### config.mk
export PLATFORM = sky130hd
export DESIGN_NAME = shadow_upd_seq
export DESIGN_NICKNAME = d
export VERILOG_FILES = /design/src/rtl/shadow_seq_pkg.sv /design/src/rtl/shd_pick.sv /design/src/rtl/shd_stale.sv /design/src/rtl/shd_bank.sv /design/src/rtl/shadow_upd_seq.sv
export SDC_FILE = /design/constraint.sdc
export NUM_CORES = 1
export LEC_CHECK = 0
export BUFFER_PORTS_ARGS = -buffer_cell sky130_fd_sc_hd__clkbuf_2
export CAP_MARGIN = 15
export CORE_ASPECT_RATIO = 0.9
export CORE_UTILIZATION = 55
export CTS_CLUSTER_SIZE = 25
export DETAILED_ROUTE_END_ITERATION = 8
export PLACE_DENSITY = 0.76
export SLEW_MARGIN = 20
export SYNTH_ARGS = -nofsm -noshare
export SYNTH_HDL_FRONTEND = slang
export SYNTH_SLANG_ARGS = --single-unit
### constraint.sdc
create_clock -name clk -period 2.2 [get_ports clk]
set_input_delay 0.33 -clock clk [delete_from_list [all_inputs] [get_ports clk]]
set_output_delay 0.33 -clock clk [all_outputs]
set_load 0.005 [all_outputs]
### src/rtl/shadow_seq_pkg.sv
package shadow_seq_pkg;
  localparam int unsigned REG_COUNT    = 8;
  localparam int unsigned WORD_W       = 32;
  localparam int unsigned STAT_LSB     = 16;
  localparam int unsigned FORCE_REG    = 1;
  localparam int unsigned FORCE_BITPOS = 31;
endpackage

### src/rtl/shd_pick.sv
module shd_pick #(
  parameter int unsigned N  = 8,
  localparam int unsigned IW = (N > 1) ? $clog2(N) : 1
) (
  input  logic [N-1:0]  req,
  output logic          any,
  output logic [IW-1:0] idx
);
  always_comb begin
    idx = '0;
    for (int i = N - 1; i >= 0; i--) begin
      if (req[i]) idx = IW'(i);
    end
  end
  assign any = |req;
endmodule

### src/rtl/shd_stale.sv
module shd_stale #(
  parameter int unsigned N = 8
) (
  input  logic         clk,
  input  logic         rst_n,
  input  logic [N-1:0] set_vec,
  input  logic [N-1:0] clr_vec,
  input  logic         set_all,
  output logic [N-1:0] stale
);
  logic [N-1:0] stale_nx;

  always_comb begin
    stale_nx = (stale & ~clr_vec) | set_vec;
    if (set_all) stale_nx = '1;
  end

  always_ff @(posedge clk or negedge rst_n) begin
    if (!rst_n) stale <= '0;
    else        stale <= stale_nx;
  end
endmodule

### src/rtl/shd_bank.sv
module shd_bank #(
  parameter int unsigned N  = 8,
  parameter int unsigned DW = 32,
  localparam int unsigned IW = (N > 1) ? $clog2(N) : 1
) (
  input  logic                  clk,
  input  logic                  rst_n,
  input  logic                  wr_en,
  input  logic [IW-1:0]         wr_sel,
  input  logic [DW-1:0]         wr_val,
  input  logic                  xfer_en,
  input  logic [IW-1:0]         xfer_sel,
  input  logic [IW-1:0]         rd_sel,
  output logic [DW-1:0]         xfer_val,
  output logic [DW-1:0]         rd_val
);
  logic [N-1:0][DW-1:0] pend_q;
  logic [N-1:0][DW-1:0] slow_q;

  for (genvar g = 0; g < N; g++) begin : g_reg
    always_ff @(posedge clk or negedge rst_n) begin
      if (!rst_n) begin
        pend_q[g] <= '0;
        slow_q[g] <= '0;
      end else begin
        if (wr_en && wr_sel == IW'(g))     pend_q[g] <= wr_val;
        if (xfer_en && xfer_sel == IW'(g)) slow_q[g] <= pend_q[g];
      end
    end
  end

  always_comb begin
    xfer_val = '0;
    rd_val   = '0;
    for (int i = 0; i < N; i++) begin
      if (xfer_sel == IW'(i)) xfer_val = pend_q[i];
      if (rd_sel == IW'(i))   rd_val   = slow_q[i];
    end
  end
endmodule

### src/rtl/shadow_upd_seq.sv
module shadow_upd_seq
  import shadow_seq_pkg::*;
#(
  parameter int unsigned NREG      = REG_COUNT,
  parameter int unsigned DW        = WORD_W,
  parameter int unsigned SW        = 32,
  parameter int unsigned STALE_LSB = STAT_LSB,
  parameter int unsigned FORCE_IDX = FORCE_REG,
  parameter int unsigned FORCE_BIT = FORCE_BITPOS,
  localparam int unsigned IW = (NREG > 1) ? $clog2(NREG) : 1
) (
  input  logic            clk,
  input  logic            rst_n,
  input  logic            wr_valid,
  output logic            wr_ready,
  input  logic [IW-1:0]   wr_idx,
  input  logic [DW-1:0]   wr_data,
  input  logic            force_upd,
  output logic            cp_valid,
  input  logic            cp_ready,
  output logic [IW-1:0]   cp_idx,
  output logic [DW-1:0]   cp_data,
  input  logic [IW-1:0]   rd_idx,
  output logic [DW-1:0]   rd_data,
  output logic [NREG-1:0] stale_map,
  output logic [SW-1:0]   stat_word
);
  logic            wr_fire;
  logic            xfer;
  logic            wr_forces;
  logic [NREG-1:0] set_vec;
  logic [NREG-1:0] clr_vec;

  assign wr_ready  = 1'b1;
  assign wr_fire   = wr_valid && wr_ready;
  assign xfer      = cp_valid && cp_ready;
  assign wr_forces = wr_fire && (wr_idx == IW'(FORCE_IDX)) && wr_data[FORCE_BIT];
  assign set_vec   = wr_fire ? (NREG'(1) << wr_idx) : '0;
  assign clr_vec   = xfer ? (NREG'(1) << cp_idx) : '0;

  shd_pick #(.N(NREG)) u_pick (
    .req (stale_map),
    .any (cp_valid),
    .idx (cp_idx)
  );

  shd_stale #(.N(NREG)) u_stale (
    .clk     (clk),
    .rst_n   (rst_n),
    .set_vec (set_vec),
    .clr_vec (clr_vec),
    .set_all (force_upd || wr_forces),
    .stale   (stale_map)
  );

  shd_bank #(.N(NREG), .DW(DW)) u_bank (
    .clk      (clk),
    .rst_n    (rst_n),
    .wr_en    (wr_fire),
    .wr_sel   (wr_idx),
    .wr_val   (wr_data),
    .xfer_en  (xfer),
    .xfer_sel (cp_idx),
    .rd_sel   (rd_idx),
    .xfer_val (cp_data),
    .rd_val   (rd_data)
  );

  always_comb begin
    stat_word = '0;
    stat_word[STALE_LSB +: NREG] = stale_map;
  end
endmodule

==> run metrics <==
setup TNS=-62,760 ps; fmax=0.303 GHz; Yosys top cell by area=dfrtp_1; initial antenna violation count=3; mux cell area share after synthesis=30.3%; HPWL after detailed placement=43.4 mm; Leak Pwr=13.4 nW; worst r2r dst=u_bank.slow_q[210]; most frequent cell after synthesis=dfrtp_1; Num CTS Buffers=52; standard-cell rows=71; drt total wl=73.2 mm; drt first pass iters=7; Slew @ Worst Pin=509 ps; Die Wd=220 microns; CP Capture Type=primary output; largest net degree at the start of global routing=73; Cell variety after synth=46; Routed Antenna Nets=0; Root Buffer Master=clkbuf_16; Area contributors post-synth=dfrtp_1 55%, mux2_2 24%, mux2i_1 3.4%; layout cell share with drive strength beyond 1=51.8%; Post-synth EDFFs=0; post-synthesis cell count=1,766; Critical-path top delay cell=or4_4; clock-pin slew on the worst setup and hold paths=60 ps; Final Skew=16.8 ps; Worst Path Max Fanout=7; worst vdd ir=0.657 mV; # port buffers=126; status=complete, but fails checks; wire length per cell=28.0 microns; Initial Utilization=56.1%; Seq/Total Area, Yosys=55.3%; nets@finish=2,068; post-synthesis simple-gate area fraction=3.82%; Synth top cells by count=520 x dfrtp_1, 502 x mux2_2, 120 x nand2_1; clk_lat worst skew=610 ps; Slew Limit Fails=0; GPL Wtd Cong=0.922; crit path cell chain=or4_4, nor2_4, buf_6, buf_6, buf_12, mux2i_1, o21ai_1, a222oi_1, o21ai_1, clkbuf_2; HP Class=in -> reg; first-pass GRT wire length=109 mm; prevailing post-synth register cell=dfrtp_1; period utilisation layout=150%; failing checks=DRC, setup timing; remaining global-route overflow=0; Area growth syn-to-layout=25.4%; Fin. Hold Viols=0; mean post-synth cell area=13.3 sq um; Top delay family on crit path=simple AND/OR/NAND/NOR gates; CP Depth=10; crit path kind=reg -> out; vias per cell=6.43; required time of the critical path=1870 ps; post-route minimum period=3310 ps; slowest cell delay on critical path=560 ps; number of max-cap violations=0; unrepaired setup endpoints after global routing=true; TritonCTS clock tree=yes; DRC viols=18; Hold Path End=u_bank.pend_q[6]; Placed Area=26,100 sq um; fillers=2,683; via count=16,805; worst path arrival time=2980 ps; Yosys Warn Count=0; ys async rst share=100%; area share of the largest cell type after synthesis=55.3%; Critical Path Start Type=register; vias in the first global route=17,623; Seq cells post-synth=520; largest family of logic cells by synthesized area=multiplexers; Synth Area in Compound Gates=7.13%; Reg2Reg Depth=13; WHS Path Cells=2; Die Ht=198 microns; hold_sp=wr_data[6]; r2r startpoint=u_stale.stale[0]; IO Count=152; total track usage=34.1%; post-route setup slack=-1110 ps; Num Clock Sinks=520; Max Root-Sink Buffers=3; Finished Cell Area=29,500 sq um; adder-cell share of the synthesized area=0%; r2r setup slk=-640 ps; Final setup viols=106; post-synthesis cell area=23,500 sq um; Slew HR=66.1%; Buf/Inv on CP=4; DRT iter0 DRCs=1,880; xor-xnor portion of the synthesized cell area=0%; Max H-tree Level=2; core area=41,900 sq um; die area=43,600 sq um; PD cells=870 nW/um^2
-- layout make-up --
type,instances,area (sq um),area share (%)
flip-flops and latches,520,13000,44.1
multi-input cells,1106,10800,36.6
repair buffers,338,3270,11.1
clock buffers,82,1600,5.41
well taps,547,684,2.32
clock inverters,10,80.1,0.272
inverters,7,36.3,0.123
diodes,2,5.00,0.0170
-- cells in the final DEF (no fill, tap or decap), types with 25 or more instances in the layout --
master and count:
mux2_4 69, buf_4 108, clkbuf_2 108, conb_1 25
o21ai_0 41, mux2_2 460, mux2i_1 73, dfrtp_1 520
nand2_1 116, clkbuf_16 54, buf_6 37, buf_12 59
o211ai_1 29, o21ai_1 36, nor2_1 29, a22o_1 38
-- worst max path at each step --
stage | start | to | slack [ps]
final | u_stale.stale[0] | cp_data[6] | -1110
after global routing | u_stale.stale[0] | cp_data[17] | -1180
after CTS | u_stale.stale[1] | cp_data[6] | -1120
after detailed placement | u_stale.stale[0] | cp_data[17] | -450
after global placement | u_stale.stale[0] | cp_data[17] | -420
after floorplan | u_stale.stale[0] | cp_data[17] | -210
-- state kept, by name, summed over array words and instances (netlist names) --
register       cells
u_bank.pend_q    256
u_bank.slow_q    256
u_stale.stale      8
-- power by group --
group	switching [mW]	leakage, nW	internal, mW
clock	3.73	0.825	5.06
sequential	1.29	6.57	11.2
combinational	1.95	6.02	2.40
total	6.97	13.4	18.7
-- what timing repair did --
item                                    4_1_cts  5_1_grt
cloned                                        7        1
buffers inserted                             40       24
resized for setup                           192      110
endpoints found under the setup margin      121      155
hold buffers                                  2        0
pin swaps                                    26       33
hold endpoints to repair                     45        0
-- metrics by stage --
step           instances  power (mW)  worst slack, ps  util [%]  hold WS, ps
2_1_floorplan       1789        14.8             -211         -         34.4
3_3_place_gp        2463        16.2             -416      62.2          301
3_5_place_dp        2463        16.5             -446      62.2          307
4_1_cts             2599        25.4            -1120      69.4         70.9
5_1_grt             2612        26.5            -1180      70.3         90.8
6_report            2612        25.7            -1110      70.3         92.2
-- logic make-up after synthesis --
logic type | after synthesis
flops | 520
compound gates | 250
buf+inv | 163
mux | 625
simple gates | 206
other cells | 2
-- per-layer routing --
layer / global-route usage, % / share of wire (%) / wire length (microns)
met1: 44.9 / 40 / 29400
met5: 0 / 0.022 / 16
met2: 53.3 / 47 / 34200
met4: 16.0 / 4.4 / 3240
met3: 8.20 / 8.6 / 6300
Note: power is estimated with default switching activity, not from simulation.
